**src/rtl/pkt_tf_pkg.sv**
```systemverilog
package pkt_tf_pkg;

  localparam int DATA_W = 16;
  localparam int REG_W = 8;
  localparam int ADDR_W = 3;

  localparam int DRV_BIT = 4;
  localparam int NIEN_BIT = 1;
  localparam int SRST_BIT = 2;

  localparam logic [REG_W-1:0] BUSY_STATUS = 8'h80;

  localparam logic [ADDR_W-1:0] A_ERR_FEAT = 3'd1;
  localparam logic [ADDR_W-1:0] A_REASON = 3'd2;
  localparam logic [ADDR_W-1:0] A_CNT_LO = 3'd4;
  localparam logic [ADDR_W-1:0] A_CNT_HI = 3'd5;
  localparam logic [ADDR_W-1:0] A_DRVSEL = 3'd6;
  localparam logic [ADDR_W-1:0] A_STAT_CMD = 3'd7;
  localparam logic [ADDR_W-1:0] A_ALT_CTL = 3'd6;

  typedef enum logic [1:0] {
    FW_STATUS = 2'd0,
    FW_ERROR = 2'd1,
    FW_REASON = 2'd2,
    FW_BYTECNT = 2'd3
  } fwFieldE;

  typedef enum logic [2:0] {
    RD_NONE,
    RD_ERROR,
    RD_REASON,
    RD_CNTLO,
    RD_CNTHI,
    RD_DRVSEL,
    RD_STATUS
  } rdSelE;

  typedef struct packed {
    logic wrFeat;
    logic wrCmd;
    logic wrCntLo;
    logic wrCntHi;
    logic wrDrvSel;
    logic wrDevCtl;
    logic ackIrq;
    logic srstClear;
    logic busy;
    logic rdEn;
    rdSelE rdSel;
  } tfStrbT;

endpackage

```
**src/rtl/pkt_tf_ctrl.sv**
```systemverilog
module pkt_tf_ctrl
  import pkt_tf_pkg::*;
#(
  parameter int RST_BUSY_CYCLES = 16
) (
  input  logic              clk,
  input  logic              rstN,
  input  logic              cs0N,
  input  logic              cs1N,
  input  logic [ADDR_W-1:0] addr,
  input  logic              wrN,
  input  logic              rdN,
  input  logic              srstBitIn,
  input  logic              drvSelBit,
  input  logic              cableSel,
  output tfStrbT            strb
);

  localparam int CNT_W = $clog2(RST_BUSY_CYCLES + 1);

  logic prevWrN, prevRdN;
  logic wrEvt, rdEvt;
  logic cmdBlk, ctlBlk, driveMatch;
  logic srstArmed;
  logic [CNT_W-1:0] busyCnt;

  always_ff @(posedge clk or negedge rstN) begin
    if (!rstN) begin
      prevWrN <= 1'b1;
      prevRdN <= 1'b1;
    end else begin
      prevWrN <= wrN;
      prevRdN <= rdN;
    end
  end

  assign wrEvt = !prevWrN && wrN;
  assign rdEvt = !prevRdN && rdN;
  assign cmdBlk = !cs0N && cs1N;
  assign ctlBlk = cs0N && !cs1N;
  assign driveMatch = (drvSelBit == cableSel);

  always_comb begin
    strb = '0;
    strb.rdSel = RD_NONE;
    if (cmdBlk && driveMatch && wrEvt) begin
      strb.wrFeat = (addr == A_ERR_FEAT);
      strb.wrCmd = (addr == A_STAT_CMD);
      strb.wrCntLo = (addr == A_CNT_LO);
      strb.wrCntHi = (addr == A_CNT_HI);
    end
    strb.wrDrvSel = cmdBlk && wrEvt && (addr == A_DRVSEL);
    strb.wrDevCtl = ctlBlk && wrEvt && (addr == A_ALT_CTL);
    strb.ackIrq = cmdBlk && driveMatch && rdEvt && (addr == A_STAT_CMD);
    strb.srstClear = strb.wrDevCtl && !srstBitIn && srstArmed;
    strb.busy = (busyCnt != '0);
    strb.rdEn = !rdN && (cmdBlk || ctlBlk) && driveMatch;
    if (cmdBlk) begin
      unique case (addr)
        A_ERR_FEAT: strb.rdSel = RD_ERROR;
        A_REASON:   strb.rdSel = RD_REASON;
        A_CNT_LO:   strb.rdSel = RD_CNTLO;
        A_CNT_HI:   strb.rdSel = RD_CNTHI;
        A_DRVSEL:   strb.rdSel = RD_DRVSEL;
        A_STAT_CMD: strb.rdSel = RD_STATUS;
        default:    strb.rdSel = RD_NONE;
      endcase
    end else if (ctlBlk && addr == A_ALT_CTL) begin
      strb.rdSel = RD_STATUS;
    end
  end

  always_ff @(posedge clk or negedge rstN) begin
    if (!rstN) begin
      srstArmed <= 1'b0;
      busyCnt <= '0;
    end else begin
      if (strb.wrDevCtl) srstArmed <= srstBitIn;
      if (strb.srstClear) busyCnt <= CNT_W'(RST_BUSY_CYCLES);
      else if (busyCnt != '0) busyCnt <= busyCnt - 1'b1;
    end
  end

  // with both selects low nothing may fire
  a_r8_both_cs_inert: assert property (@(posedge clk) disable iff (!rstN)
    (!cs0N && !cs1N) |-> !(strb.wrFeat || strb.wrCmd || strb.wrCntLo || strb.wrCntHi ||
                           strb.wrDrvSel || strb.wrDevCtl || strb.ackIrq || strb.rdEn));

  // release of soft reset starts the busy window
  a_r7_busy_after_clear: assert property (@(posedge clk) disable iff (!rstN)
    strb.srstClear |=> strb.busy);

  // a foreign drive number blocks read drive
  a_r9_foreign_no_read: assert property (@(posedge clk) disable iff (!rstN)
    (drvSelBit != cableSel) |-> !strb.rdEn);

  // a command write lands only on the rising edge of the write strobe
  a_r2_cmd_on_edge: assert property (@(posedge clk) disable iff (!rstN)
    strb.wrCmd |-> (wrN && $past(!wrN)));

endmodule

```
**src/rtl/pkt_tf_dpath.sv**
```systemverilog
module pkt_tf_dpath
  import pkt_tf_pkg::*;
(
  input  logic              clk,
  input  logic              rstN,
  input  tfStrbT            strb,
  input  logic [DATA_W-1:0] hostDin,
  input  logic              fwLoad,
  input  logic [1:0]        fwField,
  input  logic [DATA_W-1:0] fwData,
  input  logic              fwIrqPulse,
  output logic [DATA_W-1:0] hostDout,
  output logic              hostDoutEn,
  output logic              intReq,
  output logic              cmdStrobe,
  output logic [REG_W-1:0]  cmdCode,
  output logic [REG_W-1:0]  featuresOut,
  output logic [DATA_W-1:0] byteCountOut,
  output logic              drvSelBit
);

  logic [REG_W-1:0] statusR, errorR, reasonR, featR, drvSelR;
  logic [DATA_W-1:0] cntR;
  logic nienR, pending;
  logic [REG_W-1:0] statusView, rdByte;
  fwFieldE fwSel;

  assign fwSel = fwFieldE'(fwField);

  always_ff @(posedge clk or negedge rstN) begin
    if (!rstN) begin
      statusR <= '0;
      errorR <= '0;
      reasonR <= '0;
    end else if (fwLoad) begin
      case (fwSel)
        FW_STATUS: statusR <= fwData[REG_W-1:0];
        FW_ERROR:  errorR <= fwData[REG_W-1:0];
        FW_REASON: reasonR <= fwData[REG_W-1:0];
        default: ;
      endcase
    end
  end

  always_ff @(posedge clk or negedge rstN) begin
    if (!rstN) begin
      featR <= '0;
      cntR <= '0;
      drvSelR <= '0;
      nienR <= 1'b0;
      pending <= 1'b0;
      cmdStrobe <= 1'b0;
      cmdCode <= '0;
    end else begin
      cmdStrobe <= strb.wrCmd;
      if (strb.wrCmd) cmdCode <= hostDin[REG_W-1:0];
      if (strb.wrDrvSel) drvSelR <= hostDin[REG_W-1:0];
      if (strb.wrDevCtl) nienR <= hostDin[NIEN_BIT];

      if (strb.srstClear) featR <= '0;
      else if (strb.wrFeat) featR <= hostDin[REG_W-1:0];

      if (strb.srstClear) cntR <= '0;
      else if (strb.wrCntLo) cntR[REG_W-1:0] <= hostDin[REG_W-1:0];
      else if (strb.wrCntHi) cntR[DATA_W-1:REG_W] <= hostDin[REG_W-1:0];
      else if (fwLoad && fwSel == FW_BYTECNT) cntR <= fwData;

      if (fwIrqPulse) pending <= 1'b1;
      else if (strb.ackIrq || strb.srstClear) pending <= 1'b0;
    end
  end

  assign statusView = strb.busy ? BUSY_STATUS : statusR;

  always_comb begin
    unique case (strb.rdSel)
      RD_ERROR:  rdByte = errorR;
      RD_REASON: rdByte = reasonR;
      RD_CNTLO:  rdByte = cntR[REG_W-1:0];
      RD_CNTHI:  rdByte = cntR[DATA_W-1:REG_W];
      RD_DRVSEL: rdByte = drvSelR;
      RD_STATUS: rdByte = statusView;
      default:   rdByte = '0;
    endcase
  end

  assign hostDoutEn = strb.rdEn;
  assign hostDout = strb.rdEn ? {{(DATA_W-REG_W){1'b0}}, rdByte} : '0;
  assign intReq = pending && !nienR;
  assign featuresOut = featR;
  assign byteCountOut = cntR;
  assign drvSelBit = drvSelR[DRV_BIT];

  // a status-read acknowledge without a new pulse clears the interrupt
  a_r4_ack_clears: assert property (@(posedge clk) disable iff (!rstN)
    (strb.ackIrq && !fwIrqPulse) |=> !intReq);

  // the firmware pulse always leaves an interrupt pending
  a_r11_pulse_sets: assert property (@(posedge clk) disable iff (!rstN)
    fwIrqPulse |=> pending);

  // masking keeps the pending condition
  a_r6_mask_keeps: assert property (@(posedge clk) disable iff (!rstN)
    (nienR && pending && !strb.ackIrq && !strb.srstClear) |=> pending);

  // soft reset release empties features, count and interrupt
  a_r7_srst_clears: assert property (@(posedge clk) disable iff (!rstN)
    (strb.srstClear && !fwIrqPulse) |=> (featuresOut == '0 && byteCountOut == '0 && !intReq));

endmodule

```
**src/rtl/pkt_taskfile.sv**
```systemverilog
module pkt_taskfile
  import pkt_tf_pkg::*;
#(
  parameter int RST_BUSY_CYCLES = 16
) (
  input  logic              clk,
  input  logic              rstN,
  input  logic              hostCs0N,
  input  logic              hostCs1N,
  input  logic [ADDR_W-1:0] hostAddr,
  input  logic              hostWrN,
  input  logic              hostRdN,
  input  logic [DATA_W-1:0] hostDin,
  output logic [DATA_W-1:0] hostDout,
  output logic              hostDoutEn,
  output logic              intReq,
  input  logic              cableSel,
  input  logic              fwLoad,
  input  logic [1:0]        fwField,
  input  logic [DATA_W-1:0] fwData,
  input  logic              fwIrqPulse,
  output logic              cmdStrobe,
  output logic [REG_W-1:0]  cmdCode,
  output logic [REG_W-1:0]  featuresOut,
  output logic [DATA_W-1:0] byteCountOut
);

  tfStrbT strb;
  logic drvSelBit;

  pkt_tf_ctrl #(.RST_BUSY_CYCLES(RST_BUSY_CYCLES)) ctrl_i (
    .clk(clk),
    .rstN(rstN),
    .cs0N(hostCs0N),
    .cs1N(hostCs1N),
    .addr(hostAddr),
    .wrN(hostWrN),
    .rdN(hostRdN),
    .srstBitIn(hostDin[SRST_BIT]),
    .drvSelBit(drvSelBit),
    .cableSel(cableSel),
    .strb(strb)
  );

  pkt_tf_dpath dpath_i (
    .clk(clk),
    .rstN(rstN),
    .strb(strb),
    .hostDin(hostDin),
    .fwLoad(fwLoad),
    .fwField(fwField),
    .fwData(fwData),
    .fwIrqPulse(fwIrqPulse),
    .hostDout(hostDout),
    .hostDoutEn(hostDoutEn),
    .intReq(intReq),
    .cmdStrobe(cmdStrobe),
    .cmdCode(cmdCode),
    .featuresOut(featuresOut),
    .byteCountOut(byteCountOut),
    .drvSelBit(drvSelBit)
  );

endmodule

```
**config.mk**
```make
export PLATFORM = sky130hd
export DESIGN_NAME = pkt_taskfile
export DESIGN_NICKNAME = d
export VERILOG_FILES = /design/src/rtl/pkt_tf_pkg.sv /design/src/rtl/pkt_tf_ctrl.sv /design/src/rtl/pkt_tf_dpath.sv /design/src/rtl/pkt_taskfile.sv
export SDC_FILE = /design/constraint.sdc
export NUM_CORES = 1
export LEC_CHECK = 0
export ABC_AREA = 1
export BUFFER_PORTS_ARGS = -buffer_cell sky130_fd_sc_hd__buf_4
export CAP_MARGIN = 20
export CELL_PAD_IN_SITES_DETAIL_PLACEMENT = 1
export CELL_PAD_IN_SITES_GLOBAL_PLACEMENT = 1
export CORE_MARGIN = 4
export CORE_UTILIZATION = 28
export CTS_BUF_LIST = sky130_fd_sc_hd__clkbuf_4 sky130_fd_sc_hd__clkbuf_8 sky130_fd_sc_hd__clkbuf_16
export DETAILED_ROUTE_END_ITERATION = 12
export PLACE_DENSITY = 0.64
export SLEW_MARGIN = 20
export SYNTH_ARGS = -nofsm -noshare
export SYNTH_HDL_FRONTEND = slang
export SYNTH_SLANG_ARGS = --single-unit
```
**constraint.sdc**
```tcl
create_clock -name clk -period 3.7 [get_ports clk]
set_input_delay 0.185 -clock clk [delete_from_list [all_inputs] [get_ports clk]]
set_output_delay 0.185 -clock clk [all_outputs]
set_load 0.05 [all_outputs]
```
==> impl_metrics.csv <==
group,metric,value,unit
outcome,outcome,"complete, but fails checks",
outcome,violations,"hold timing",
synthesis,synthTopCellsByArea,"dfrtp_1, nand2_1, nand3_1",
timing,rsz0062_at_grt,"false",
global_route,grt_pass1_wl,20.53,mm
layout,drive_above_1_share,21.93,%
pwr,peakVddDrop,0.0001930,V
flow_run,maxCapViolCount,0,
synthesis,synth-simple-area-share,29.96,%
pwr,power.switching,0.8569,mW
synthesis,yosys_warnings,0,
clock_network,clk_path_buf_depth,2,
synthesis,ys_seq_area_share,47.32,%
setup_path,r2r-start,"ctrl_i.prevWrN",
global_route,grt_pass1_vias,3911,
global_route,gr-total-overflow,0,
layout,antenna-diode-count,0,
routing,firstDrtPassIters,4,
timing,tightest_slew,0.9706,ns
placement,port_buffers,80,
min_path,hp-class,"primary input to asynchronous set/reset pin",
clock_network,post_cts_resize_count,0,
setup_path,crit_type,"flip-flop to output port",
synthesis,synthAdderAreaFrac,1.260,%
global_route,use_met2,27.30,%
routing,vias,3623,
routing,drt_iter0_markers,207,
layout,nets,624,
clock_network,clk-insertion-delay-late,0.33,ns
timing,fin_crit_sh,66.27,%
pwr,total_power,2.785,mW
timing,period_needed,2.452,ns
timing,tns,0,ns
setup_path,critPathMaxFanout,9,
global_route,antenna_found_initial,0,
clock_network,cts_setup_buffers,0,
routing,vias_per_cell,4.773,
pwr,p_clk_share,39.8,%
clock_network,cts_buffers,9,
timing,hold_viol_final,5,
synthesis,synth_compound_area_share,9.987,%
clock_network,cts_tree,"done",
timing,final_max_slew_viol_count,0,
pwr,p_sw_share,30.76,%
synthesis,synthesis.instances,495,
die,die-height,127.1,um
timing,fin_skew,0.006765,ns
synthesis,syn-cell-area,3971,um2
pwr,comb_power_share,22.5,%
setup_path,critPathLaunchType,"flip-flop",
die,fp.dieW,127.1,um
pwr,internal_power,1.928,mW
timing,relSlewSlack,35.29,%
pwr,pwr_density_cell,549.4,nW/um2
die,core-area,13880,um2
setup_path,r2r-end,"dpath_i.byteCountOut[9]",
routing,routedWlPerCell,16.75,um
synthesis,synth_cell_type_count,34,
setup_path,cp.required,3.51,ns
clock_network,ctsHtreeMaxLevel,3,
global_route,use_met1,20.33,%
setup_path,ff2ff_path_depth,9,
placement,gp_congestion,0.8407,
synthesis,synthXorXnorAreaFrac,1.103,%
timing,fmaxAchievable,407.9,MHz
setup_path,worstPathArrival,2.27,ns
global_route,grt_busiest_layer,"met2",
synthesis,synth.avg_cell_area,8.023,um2
placement,place_ws,1.413,ns
global_route,grt_max_degree,76,
routing,drt-total-wl,12.71,mm
clock_network,cts_num_sinks,75,
synthesis,synth_top_area_share,46.00,%
timing,worst_slack,1.248,ns
global_route,met3_usage,3.428,%
synthesis,synth_mux_area_share,0,%
pwr,power_leakage,2.653,nW
timing,whs,-0.008537,ns
timing,setup_violations,0,
clock_network,cts-root-buf,"clkbuf_16",
placement,dp_hpwl,9.581,mm
routing,drc,0,
global_route,grt_usage,16.14,%
pwr,seq_power_share,37.7,%
layout,syn_to_final_growth,27.66,%
setup_path,critPathCaptureType,"output port",
die,rows,43,
die,start_util,28.61,%
clock_network,clkTransAtPathRegs,0.06,ns
die,io_pins,97,
routing,drtAntennaViolNets,0,
setup_path,r2r_setup_slack,1.66,ns
die,dieArea,16150,um2
synthesis,synth_area_leader_cell,"dfrtp_1",
synthesis,synth_top_family_by_area,"simple AND/OR/NAND/NOR gates",
synthesis,synth-seq-cells,75,
cells in the mapped netlist:
master    number
nor2_2         1
nand2_4        3
nand3_4        2
o21ai_2        8
nand2_1      136
dfstp_2        2
o21ai_1        5
a22o_1         2
nor3_1         2
inv_1         54
inv_6          1
ha_1           4
dfrtp_1       73
nand2_2        3
and3_1         1
buf_2          3
clkbuf_1       5
nor2_1        22
nand3b_1       1
nand3_1       57
nor3_4         1
nand4_1       25
clkinv_4       1
conb_1         1
xnor2_1        1
nor3_2         1
o21ai_0       51
buf_6          6
xor2_1         4
buf_4         10
nor2_4         1
inv_2          3
a21oi_1        4
a31o_2         1
cells in the final DEF, fill, tap and decap left out, types with 5 or more instances in the layout:
master and n:
o21ai_1 5, nor2_1 22, o21ai_2 8, buf_4 83
nand4_1 25, dfrtp_1 73, o21ai_0 51, nand3_1 57
conb_1 8, clkbuf_16 9, nand2_1 136, inv_1 54
power by group through the flow:
stage	combinational (mW)	clock (mW)	sequential, mW
floorplan	0.279	0	1.19
global placement	0.608	0	1.06
detailed placement	0.634	0	1.06
CTS	0.639	1.13	1.05
global route	0.697	1.15	1.07
finish	0.628	1.11	1.05
worst max-delay path: stages, from the launching register on:
cell and delay, ns:
dfrtp_1 0.39, inv_1 0.11, ha_1 0.16, nand3b_1 0.26
inv_1 0.23, nand4_1 0.22, o21ai_0 0.24, nand2_1 0.07
inv_1 0.06, buf_4 0.18
final cells by class:
type	instances	area, um2
multi-input cells	344	1710
well taps	180	225.2
fillers	1704	8811
clock inverters	4	120.1
inverters	59	231.5
clock buffers	12	260.3
flip-flops and latches	75	1879
repair buffers	85	643.1
timing repair:
| action | CTS | global route |
|---|---|---|
| endpoints found under the setup margin | 0 | 0 |
| hold buffers | 2 | 0 |
| hold endpoints to repair | 2 | 0 |
metrics by stage:
step           area [um2]  instances  util, %  hold slack (ns)
6_report             5070        759    36.52        -0.008537
3_5_place_dp         4669        741    33.64           0.3062
2_1_floorplan        3998        502        -          -0.1106
3_3_place_gp         4669        741    33.64           0.3047
5_1_grt              5070        759    36.52          0.03404
4_1_cts              5070        759    36.52          0.02409
cell families after synthesis:
| kind of cell | count (synthesis) |
|---|---|
| XOR/XNOR | 5 |
| flip-flops | 75 |
| adder cells (fa/ha/maj) | 4 |
| other | 1 |
| AO/OA/AOI/OAI | 71 |
| buffers and inverters | 83 |
| AND/OR/NAND/NOR | 256 |
worst max-delay path by stage:
stage,cells after the start,from,endpoint
2_1_floorplan,4,dpath_i.drvSelR[4],hostDout[0]
3_3_place_gp,11,hostCs0N,dpath_i.byteCountOut[15]
3_5_place_dp,11,hostCs0N,dpath_i.byteCountOut[9]
4_1_cts,9,ctrl_i.busyCnt[0],hostDout[6]
5_1_grt,9,ctrl_i.busyCnt[0],hostDout[5]
6_report,9,ctrl_i.busyCnt[0],hostDout[6]
sequential cells by signal, indices dropped and copies added, names as in the netlist:
| register | cells |
|---|---|
| dpath_i.reasonR | 8 |
| dpath_i.featuresOut | 8 |
| dpath_i.drvSelR | 8 |
| ctrl_i.prevRdN | 1 |
| dpath_i.cmdStrobe | 1 |
| ctrl_i.prevWrN | 1 |
| ctrl_i.srstArmed | 1 |
| dpath_i.pending | 1 |
| ctrl_i.busyCnt | 5 |
| dpath_i.cmdCode | 8 |
| dpath_i.byteCountOut | 16 |
| dpath_i.nienR | 1 |
| dpath_i.errorR | 8 |
| dpath_i.statusR | 8 |
metal layers:
metal,vias to the layer above,share of wire [%]
met5,-,0
met1,1778,44
met3,14,4.1
li1,1761,-
met2,70,50
met4,0,1.9
(Power assumes the default switching activity.)
